<file path="config.mk">
export PLATFORM = sky130hd
export DESIGN_NAME = arith_micro_unit
export DESIGN_NICKNAME = d
export VERILOG_FILES = /design/src/rtl/arith_pkg.sv /design/src/rtl/y_operand_select.sv /design/src/rtl/full_adder_cell.sv /design/src/rtl/ripple_adder.sv /design/src/rtl/arith_micro_unit.sv
export SDC_FILE = /design/constraint.sdc
export NUM_CORES = 1
export LEC_CHECK = 0
export CAP_MARGIN = 20
export CORE_AREA = 2 2 39 41
export DETAILED_ROUTE_END_ITERATION = 8
export DIE_AREA = 0 0 41 43
export DONT_BUFFER_PORTS = 1
export PLACE_DENSITY = 0.3
export SYNTH_ARGS = -nofsm -noshare
export SYNTH_HDL_FRONTEND = slang
export SYNTH_SLANG_ARGS = --single-unit
</file>
<file path="constraint.sdc">
create_clock -name vclk -period 3
set_input_delay 0.3 -clock vclk [all_inputs]
set_output_delay 0.3 -clock vclk [all_outputs]
set_load 0.005 [all_outputs]
</file>
<file path="src/rtl/arith_pkg.sv">
// Package: shared types for the arithmetic microoperation unit.
// Assumes: the two-bit select code is decoded the same way by every bit slice.
package arith_pkg;

    // Choice of second adder operand, one code for all bit positions.
    typedef enum logic [1:0] {
        YSEL_PASS = 2'b00,   // Y = B
        YSEL_INV  = 2'b01,   // Y = ~B
        YSEL_ZERO = 2'b10,   // Y = all zeros
        YSEL_ONES = 2'b11    // Y = all ones
    } ysel_e;

endpackage

</file>
<file path="src/rtl/y_operand_select.sv">
// Module: y_operand_select
// Builds the second adder operand one bit at a time. Every slice is a 4:1
// choice between the B bit, its complement, 0 and 1, driven by a common code.
// Assumes: sel is a legal ysel_e code (all four codes are legal).
module y_operand_select
    import arith_pkg::*;
#(
    parameter int WIDTH = 4
) (
    input  logic [WIDTH-1:0] b_in,
    input  ysel_e            sel,
    output logic [WIDTH-1:0] y_out
);

    genvar gi;
    generate
        for (gi = 0; gi < WIDTH; gi++) begin : g_slice
            // Per-bit 4:1 operand choice.
            always_comb begin
                unique case (sel)
                    YSEL_PASS: y_out[gi] = b_in[gi];
                    YSEL_INV:  y_out[gi] = ~b_in[gi];
                    YSEL_ZERO: y_out[gi] = 1'b0;
                    YSEL_ONES: y_out[gi] = 1'b1;
                    default:   y_out[gi] = 1'b0;
                endcase
            end
        end
    endgenerate

    // Guard: the zero and ones codes must give uniform vectors with no trace of B.
    always_comb begin
        if (sel == YSEL_ZERO) begin
            AST_ZERO_OPERAND: assert (y_out == '0)
                else $error("Y not all zeros for zero code");
        end
        if (sel == YSEL_ONES) begin
            AST_ONES_OPERAND: assert (y_out == '1)
                else $error("Y not all ones for ones code");
        end
    end

endmodule

</file>
<file path="src/rtl/full_adder_cell.sv">
// Module: full_adder_cell
// One-bit full adder: sum and carry of x, y and a carry input.
// Assumes: nothing; pure gate logic.
module full_adder_cell (
    input  logic x,
    input  logic y,
    input  logic ci,
    output logic s,
    output logic co
);

    // Sum and majority carry of the three inputs.
    always_comb begin
        s  = x ^ y ^ ci;
        co = (x & y) | (x & ci) | (y & ci);
    end

endmodule

</file>
<file path="src/rtl/ripple_adder.sv">
// Module: ripple_adder
// WIDTH-bit ripple-carry adder made of full_adder_cell stages. Stage k passes
// its carry to stage k+1; the last stage's carry is the adder carry-out.
// Assumes: WIDTH >= 1.
module ripple_adder #(
    parameter int WIDTH = 4
) (
    input  logic [WIDTH-1:0] x_in,
    input  logic [WIDTH-1:0] y_in,
    input  logic             c_in,
    output logic [WIDTH-1:0] sum,
    output logic             c_out
);

    logic [WIDTH:0] chain;

    // Seed the chain with the external carry.
    always_comb chain[0] = c_in;

    genvar gk;
    generate
        for (gk = 0; gk < WIDTH; gk++) begin : g_stage
            full_adder_cell u_fa (
                .x  (x_in[gk]),
                .y  (y_in[gk]),
                .ci (chain[gk]),
                .s  (sum[gk]),
                .co (chain[gk+1])
            );
        end
    endgenerate

    // Carry from the top stage leaves the adder.
    always_comb c_out = chain[WIDTH];

    // Guard: the bit-level chain must equal a word-level sum.
    always_comb begin
        AST_CHAIN_SUM: assert ({c_out, sum} ==
                               ({1'b0, x_in} + {1'b0, y_in} + {{WIDTH{1'b0}}, c_in}))
            else $error("ripple chain disagrees with word sum");
    end

endmodule

</file>
<file path="src/rtl/arith_micro_unit.sv">
// Module: arith_micro_unit
// Combinational arithmetic microoperation unit: result = op_a + Y + carry_in,
// where Y is op_b, ~op_b, zeros or ones chosen by op_sel.
// Assumes: inputs are stable for the settling time of a WIDTH-stage ripple.
module arith_micro_unit
    import arith_pkg::*;
#(
    parameter int WIDTH = 4
) (
    input  logic [WIDTH-1:0] op_a,
    input  logic [WIDTH-1:0] op_b,
    input  logic [1:0]       op_sel,
    input  logic             carry_in,
    output logic [WIDTH-1:0] result,
    output logic             carry_out
);

    localparam logic [WIDTH-1:0] ONE_W = {{(WIDTH-1){1'b0}}, 1'b1};

    ysel_e            sel_code;
    logic [WIDTH-1:0] y_bus;

    // Map the raw select pins onto the shared code type.
    always_comb sel_code = ysel_e'(op_sel);

    y_operand_select #(.WIDTH(WIDTH)) u_ysel (
        .b_in  (op_b),
        .sel   (sel_code),
        .y_out (y_bus)
    );

    ripple_adder #(.WIDTH(WIDTH)) u_add (
        .x_in  (op_a),
        .y_in  (y_bus),
        .c_in  (carry_in),
        .sum   (result),
        .c_out (carry_out)
    );

    // Guard: microoperation results seen at the ports.
    always_comb begin
        if (sel_code == YSEL_ZERO && !carry_in) begin
            AST_TRANSFER_ZERO: assert (result == op_a && !carry_out)
                else $error("transfer with zero operand broken");
        end
        if (sel_code == YSEL_ONES && carry_in) begin
            AST_TRANSFER_ONES: assert (result == op_a && carry_out)
                else $error("transfer with ones operand broken");
        end
        if (sel_code == YSEL_INV && carry_in) begin
            AST_SUBTRACT: assert (result == op_a - op_b && carry_out == (op_a >= op_b))
                else $error("subtract result or borrow wrong");
        end
        if (sel_code == YSEL_ONES && !carry_in) begin
            AST_DECREMENT: assert (result == op_a - ONE_W && carry_out == (op_a != '0))
                else $error("decrement result or carry wrong");
        end
    end

endmodule

</file>
==> results of run 1 <==
## power by group
part / switching (W) / total (W) / internal, W
Clock: 0 / 0 / 0
Sequential: 0 / 0 / 0
Combinational: 0.0000173 / 0.0000315 / 0.0000142
## critical path: stages
cell	delay, ps
sky130_fd_sc_hd__nand2b_1	130
sky130_fd_sc_hd__xnor2_1	200
sky130_fd_sc_hd__fa_1	200
sky130_fd_sc_hd__inv_1	50
sky130_fd_sc_hd__fa_1	370
sky130_fd_sc_hd__fa_1	360
sky130_fd_sc_hd__inv_1	70
sky130_fd_sc_hd__fa_1	420
## cell usage in the layout, fill, tap and decap left out
cell type | netlist | layout
sky130_fd_sc_hd__nor2b_1 | 2 | 2
sky130_fd_sc_hd__inv_1 | 6 | 6
sky130_fd_sc_hd__nand2b_1 | 2 | 2
sky130_fd_sc_hd__fa_1 | 4 | 4
sky130_fd_sc_hd__xnor2_1 | 4 | 4
## routing by layer
metal | part of all wire, % | vias to the layer above | global-route usage (%)
met5 | 0 | - | 0
met4 | 0 | 0 | 0
met3 | 21 | 0 | 1.571
met1 | 32 | 43 | 4.531
met2 | 46 | 9 | 4.688
li1 | - | 48 | -
## stage by stage
step                      util (%)  instances  setup WS, ps  total power, W  hold WS [ps]
after floorplan                  -         23         544.8      0.00004690         758.9
after global placement       13.20         34         569.6      0.00003396         766.1
after detailed placement     13.20         34         539.5      0.00003372         763.8
after CTS                    13.20         34         539.5      0.00003373         763.8
after global routing         13.20         34         422.3      0.00003916         772.8
final                        13.20         34         585.9      0.00003150         759.1
## how the worst max path moves through the flow
stage / to / slack (ps) / cells after the start / startpoint
after global routing: result[3] / 420 / 8 / op_sel[1]
final: result[3] / 590 / 8 / op_sel[1]
after detailed placement: result[3] / 540 / 8 / op_sel[1]
after global placement: result[3] / 570 / 8 / op_sel[1]
after floorplan: result[3] / 540 / 9 / op_sel[0]
after CTS: result[3] / 540 / 8 / op_sel[1]
## final cells by class
class | instances | area [sq um] | share of cell area (%)
multi-input combinational | 12 | 140.1 | 76.71
inverter | 6 | 22.52 | 12.33
tap | 16 | 20.02 | 10.96
## cell families (layout without fill, tap and decap cells)
kind of cell | count (synthesis) | after routing | share of synthesized area (%)
fa+ha+maj | 4 | 4 | 40.51
buf+inv | 11 | 6 | 29.11
simple gates | 4 | 4 | 12.66
xor+xnor | 4 | 4 | 17.72
==> impl_metrics.csv, run 1 <==
group,metric,value,unit
yosys,synth_fp_nets,38,
yosys,synth_cells,23,
status,status,"finished, final reports clean",
clock_tree,post-cts-setup-buffer-count,0,
placed_design,place_congestion,0.5380,
min_path,timing.hold.worst_endpoint,"result[0]",
sta,finalCriticalPeriod,2414,ps
finish,post-route-cell-area,182.7,sq um
placed_design,postPlaceCellArea,182.7,sq um
detailed_routing,drt_iter0_markers,0,
grt,congestion_overflow_gr,0,
yosys,share_of_yosys_cell_area_claimed_by_the_top_area_cell_type,40.51,%
sta,finalSetupTns,0,ps
die,coreArea,1384,sq um
detailed_routing,routedWlPerCell,7.971,microns
die,die_w,41,microns
grt,groute.usage.overall,3.219,%
clock_tree,postCtsResizedCells,0,
sta,final_hold_viol_count,0,
die,core_rows,14,
min_path,timing.hold.worst.class,"in -> out",
detailed_routing,routed-via-count,100,
finish,seq_cell_count,0,
yosys,synth.avg_cell_area,8.595,sq um
finish,antenna_cells,0,
sta,setup-violations-final,0,
grt,global_route_wire_length_before_repair,407,microns
placed_design,numPortBuffers,0,
sta,period_share,80.47,%
detailed_routing,route.detailed.vias_per_inst,2.941,
finish,sequential_cell_area,0,sq um
sta,final-max-slew-violation-count,0,
critical_path,crit_path_end_kind,"output pin",
finish,areaGrowthSynthToFinish,-7.595,%
yosys,synth.yosys.seq_area_share,0,%
sta,unrepaired_setup_endpoints_after_global_routing,"no",
power_and_ir_drop,power_density,172.4,nW/um^2
sta,timing_worst_slew_pin_value,223.0,ps
yosys,post_synth_cell_types,7,
sta,clock.fmax,414.2,MHz
sta,slew_headroom,85.03,%
die,starting_density_of_the_core,14.29,%
die,die_h,43,microns
detailed_routing,first_pass_iters,1,
yosys,post_synth_most_frequent_cells,"sky130_fd_sc_hd__inv_1, sky130_fd_sc_hd__buf_4, sky130_fd_sc_hd__fa_1, sky130_fd_sc_hd__xnor2_1",
grt,first_global_vias,99,
power_and_ir_drop,worst_ir_drop_vdd,0.03066,mV
die,die_area,1763,sq um
power_and_ir_drop,leakage,0.07829,nW
finish,drive_above_1_share,0,%
yosys,count_of_yosys_warnings_during_synthesis,0,
critical_path,crit_required,2700,ps
finish,filler_cell_count,158,
min_path,timing.hold.worst_path_depth,1,
grt,antenna_found_initial,0,
critical_path,cp_data_arrival_time,2110,ps
detailed_routing,detail_route.drc_violations,0,
clock_tree,cts_hold_buffers,0,
critical_path,crit_path_start_kind,"input port",
yosys,synth_most_common_cell,"sky130_fd_sc_hd__inv_1",
grt,grt_start_max_net_pins,5,
flow_run,timing.max_cap.violations,0,
finish,fin_nets,35,
yosys,post_synth_main_area_contributors,"sky130_fd_sc_hd__fa_1, sky130_fd_sc_hd__xnor2_1, sky130_fd_sc_hd__buf_4",
finish,nClkBuffers,0,
min_path,hold_start,"carry_in",
die,num_io_pins,16,
detailed_routing,wirelength,271,microns
detailed_routing,ant_nets,0,
critical_path,critical_path.max_fanout,4,
critical_path,crit_type,"in -> out",
yosys,synth_area_leader_cell,"sky130_fd_sc_hd__fa_1",
yosys,mappedNetlistArea,197.7,sq um
No activity file was read; power rests on OpenSTA's default activity.
==> run 2, diff against run 1 <==
- clock period: 3 -> 2 ns (I/O delays scaled with it)
==> impl_metrics.csv, run 2 (same netlist as run 1, synthesis figures left out) <==
group,metric,value,unit
status,status,"finished with violations",
status,failed_checks,"negative setup slack",
sta,unrepaired_setup_endpoints_after_global_routing,"yes",
die,num_io_pins,16,
detailed_routing,first_pass_iters,2,
placed_design,place_congestion,0.5363,
detailed_routing,routedWlPerCell,8.824,microns
critical_path,crit_type,"in -> out",
critical_path,path_common_cell,"sky130_fd_sc_hd__fa_2",
placed_design,pre_cts_slack,-116.3,ps
finish,seq_cell_count,0,
finish,post-route-cell-area,205.2,sq um
critical_path,timing.critical_path.slowest_cell_delay,400,ps
critical_path,worst_path_max_delay_cell,"sky130_fd_sc_hd__fa_1",
die,coreArea,1384,sq um
critical_path,crit_path_start_kind,"input port",
sta,timing_worst_slew_pin_value,223.3,ps
detailed_routing,detail_route.drc_violations,0,
critical_path,critical_path_depth,8,
flow_run,timing.max_cap.violations,0,
critical_path,crit_end,"result[3]",
critical_path,critical_path.max_fanout,4,
sta,clock.fmax,491.5,MHz
finish,antenna_cells,0,
grt,global_route_wire_length_before_repair,496,microns
placed_design,postPlaceCellArea,205.2,sq um
die,die_area,1763,sq um
sta,setup-violations-final,1,
finish,areaGrowthSynthToFinish,3.797,%
power_and_ir_drop,worst_ir_drop_vdd,0.05036,mV
critical_path,critical_path_buf_inv_count,2,
die,die_h,43,microns
critical_path,crit_required,1800,ps
grt,groute.usage.overall,3.722,%
detailed_routing,drt_iter0_markers,1,
min_path,timing.hold.worst.class,"in -> out",
sta,period_share,101.7,%
sta,slew_headroom,85.01,%
finish,fin_nets,35,
finish,drive_above_1_share,38.89,%
sta,setup_ws,-34.79,ps
placed_design,placed_cells,34,
power_and_ir_drop,leakage,0.08568,nW
critical_path,timing.critical_path.max_delay_family,"adder cells",
finish,final_util,14.83,%
sta,final_hold_viol_count,0,
finish,layoutNonFillerInstCount,34,
sta,final-max-slew-violation-count,0,
finish,mostFrequentLayoutCell,"sky130_fd_sc_hd__inv_1",
critical_path,cp_cell_sequence,"nand2b_4 -> xnor2_2 -> fa_2 -> inv_2 -> fa_2 -> fa_2 -> inv_2 -> fa_1",
detailed_routing,routed-via-count,102,
finish,layout.cells.most_common_list,"sky130_fd_sc_hd__inv_1, sky130_fd_sc_hd__xnor2_1, sky130_fd_sc_hd__fa_2",
die,die_w,41,microns
sta,finalCriticalPeriod,2035,ps
detailed_routing,route.detailed.vias_per_inst,3.000,
die,starting_density_of_the_core,14.29,%
finish,nClkBuffers,0,
finish,sequential_cell_area,0,sq um
critical_path,cp_data_arrival_time,1830,ps
placed_design,numPortBuffers,0,
critical_path,critPathLaunch,"op_sel[1]",
die,core_rows,14,
detailed_routing,wirelength,300,microns
grt,antenna_found_initial,0,
power_and_ir_drop,power_density,268.3,nW/um^2
detailed_routing,ant_nets,0,
clock_tree,cts_hold_buffers,0,
grt,grt_start_max_net_pins,5,
critical_path,crit_path_end_kind,"output pin",
grt,first_global_vias,120,
grt,congestion_overflow_gr,0,
==> run 2: worst min-delay path by stage <==
stage | depth (start not counted) | endpoint | startpoint
CTS | 1 | carry_out | op_a[3]
global placement | 1 | carry_out | op_a[3]
detailed placement | 1 | carry_out | op_a[3]
finish | 1 | result[3] | op_a[3]
floorplan | 1 | carry_out | op_a[3]
global route | 1 | result[3] | op_a[3]
==> run 2: metrics by stage <==
| stage | power, W | TNS, ps | hold slack (ps) |
|---|---|---|---|
| floorplan | 0.00007675 | -185.3 | 558.9 |
| finish | 0.00005505 | -34.79 | 560.8 |
| global placement | 0.00005770 | -126.0 | 573.4 |
| CTS | 0.00005819 | -53.35 | 567.4 |
| global route | 0.00006456 | -87.33 | 564.9 |
| detailed placement | 0.00005716 | -116.3 | 573.9 |
==> run 2: timing repair <==
action | CTS | global route
setup endpoints to repair | 1 | 1
setup buffers | 0 | 0
pin swaps | 3 | 0
resized for setup | 1 | 0
==> run 2: routing by layer <==
layer	up-vias	share of wire, %	global-route usage, %
met5	-	0	0
met4	0	0	0
met3	0	14	1.047
met2	10	49	5.625
met1	44	37	5.502
li1	48	-	-
==> run 2: report_power, final <==
| part | internal, W | switching (W) | total, W |
|---|---|---|---|
| Combinational | 0.0000267 | 0.0000284 | 0.0000550 |
| Sequential | 0 | 0 | 0 |
| Clock | 0 | 0 | 0 |
==> run 2: layout make-up <==
cell class / count / area (sq um)
inverters: 6 / 22.52
multi-input cells: 12 / 162.7
fillers: 157 / 1179
well taps: 16 / 20.02
==> run 3, diff against run 2 <==
- REMOVE_ABC_BUFFERS: default -> 1
==> impl_metrics.csv, run 3 (same netlist as run 1, synthesis figures left out) <==
group,metric,value,unit
status,status,"finished with violations",
status,failed_checks,"negative setup slack",
finish,mostFrequentLayoutCell,"sky130_fd_sc_hd__inv_1",
clock_tree,cts_hold_buffers,0,
critical_path,crit_type,"in -> out",
clock_tree,post-cts-setup-buffer-count,0,
critical_path,crit_required,1800,ps
critical_path,critical_path_buf_inv_count,2,
die,core_rows,14,
critical_path,critical_path.max_fanout,4,
critical_path,cp_cell_sequence,"nand2b_4 -> xnor2_4 -> fa_2 -> inv_2 -> fa_2 -> fa_2 -> inv_2 -> fa_1",
min_path,timing.hold.worst.class,"in -> out",
sta,slew_headroom,84.94,%
sta,final_hold_viol_count,0,
grt,congestion_overflow_gr,0,
grt,global_route_wire_length_before_repair,414,microns
die,die_area,1763,sq um
detailed_routing,ant_nets,0,
sta,setup_ws,-89.78,ps
sta,unrepaired_setup_endpoints_after_global_routing,"yes",
grt,groute.usage.overall,3.213,%
critical_path,crit_path_start_kind,"input port",
placed_design,pre_cts_slack,-217.7,ps
critical_path,cp_data_arrival_time,1890,ps
die,die_w,41,microns
power_and_ir_drop,power_density,269.6,nW/um^2
sta,setup-violations-final,1,
finish,layout.cells.most_common_list,"sky130_fd_sc_hd__inv_1, sky130_fd_sc_hd__xnor2_1, sky130_fd_sc_hd__fa_2",
finish,fin_nets,35,
die,die_h,43,microns
detailed_routing,routed-via-count,106,
critical_path,path_common_cell,"sky130_fd_sc_hd__fa_2",
placed_design,numPortBuffers,0,
finish,areaGrowthSynthToFinish,9.494,%
sta,final-max-slew-violation-count,0,
sta,timing_worst_slew_pin_value,224.3,ps
finish,final_util,15.64,%
sta,clock.fmax,478.5,MHz
critical_path,worst_path_max_delay_cell,"sky130_fd_sc_hd__fa_1",
grt,grt_start_max_net_pins,5,
die,starting_density_of_the_core,14.29,%
sta,period_share,104.5,%
finish,nClkBuffers,0,
sta,timing.hold.ws,564.9,ps
detailed_routing,route.detailed.vias_per_inst,3.118,
detailed_routing,wirelength,273,microns
placed_design,place_congestion,0.5717,
critical_path,timing.critical_path.max_delay_family,"adder cells",
detailed_routing,routedWlPerCell,8.029,microns
flow_run,timing.max_cap.violations,0,
finish,seq_cell_count,0,
finish,antenna_cells,0,
grt,first_global_vias,101,
sta,finalCriticalPeriod,2090,ps
grt,antenna_found_initial,0,
finish,sequential_cell_area,0,sq um
die,num_io_pins,16,
die,coreArea,1384,sq um
detailed_routing,detail_route.drc_violations,0,
power_and_ir_drop,leakage,0.08685,nW
detailed_routing,drt_iter0_markers,0,
power_and_ir_drop,worst_ir_drop_vdd,0.09019,mV
detailed_routing,first_pass_iters,1,
power_and_ir_drop,post-layout-total-power,0.00005835,W
critical_path,crit_path_end_kind,"output pin",
critical_path,timing.critical_path.slowest_cell_delay,430,ps
finish,drive_above_1_share,38.89,%
==> run 3: cell counts in the layout (fill, tap and decap cells not counted) <==
No cell type changed its count.
==> run 3: metrics by stage <==
step / instance area (sq um) / TNS, ps / std cells
after CTS: 205.2 / -118.9 / 34
final: 216.5 / -89.78 / 34
after global routing: 216.5 / -150.8 / 34
after floorplan: 162.7 / -113.6 / 18
after detailed placement: 182.7 / -217.7 / 34
after global placement: 182.7 / -192.7 / 34
==> run 3: area by class of cell <==
cell class | instances | area [sq um]
fill | 150 | 1167
inverter | 6 | 22.52
multi-input combinational | 12 | 173.9
tap | 16 | 20.02
==> run 3: power by group <==
group	total (W)	internal, W	switching, W
clock network	0	0	0
registers	0	0	0
logic	0.0000583	0.0000292	0.0000292
total	0.0000583	0.0000292	0.0000292
==> run 3: repair_timing <==
item | 4_1_cts | 5_1_grt
setup endpoints to repair | 1 | 1
gates cloned | 0 | 0
pin swaps | 3 | 2
resized for setup | 7 | 1
==> run 3: worst paths after layout <==
check,from,endpoint,slack (ps),cells after the start
max,op_sel[1],result[3],-90,8
min,op_a[3],carry_out,560,1
==> run 3: layer usage <==
layer	vias up	wire length, microns	share of wire [%]	global-route usage, %
met5	-	0	0	0
met4	0	0	0	0
met3	0	57	21	0.5236
met2	15	84	31	3.438
met1	43	131	48	6.431
li1	48	-	-	-
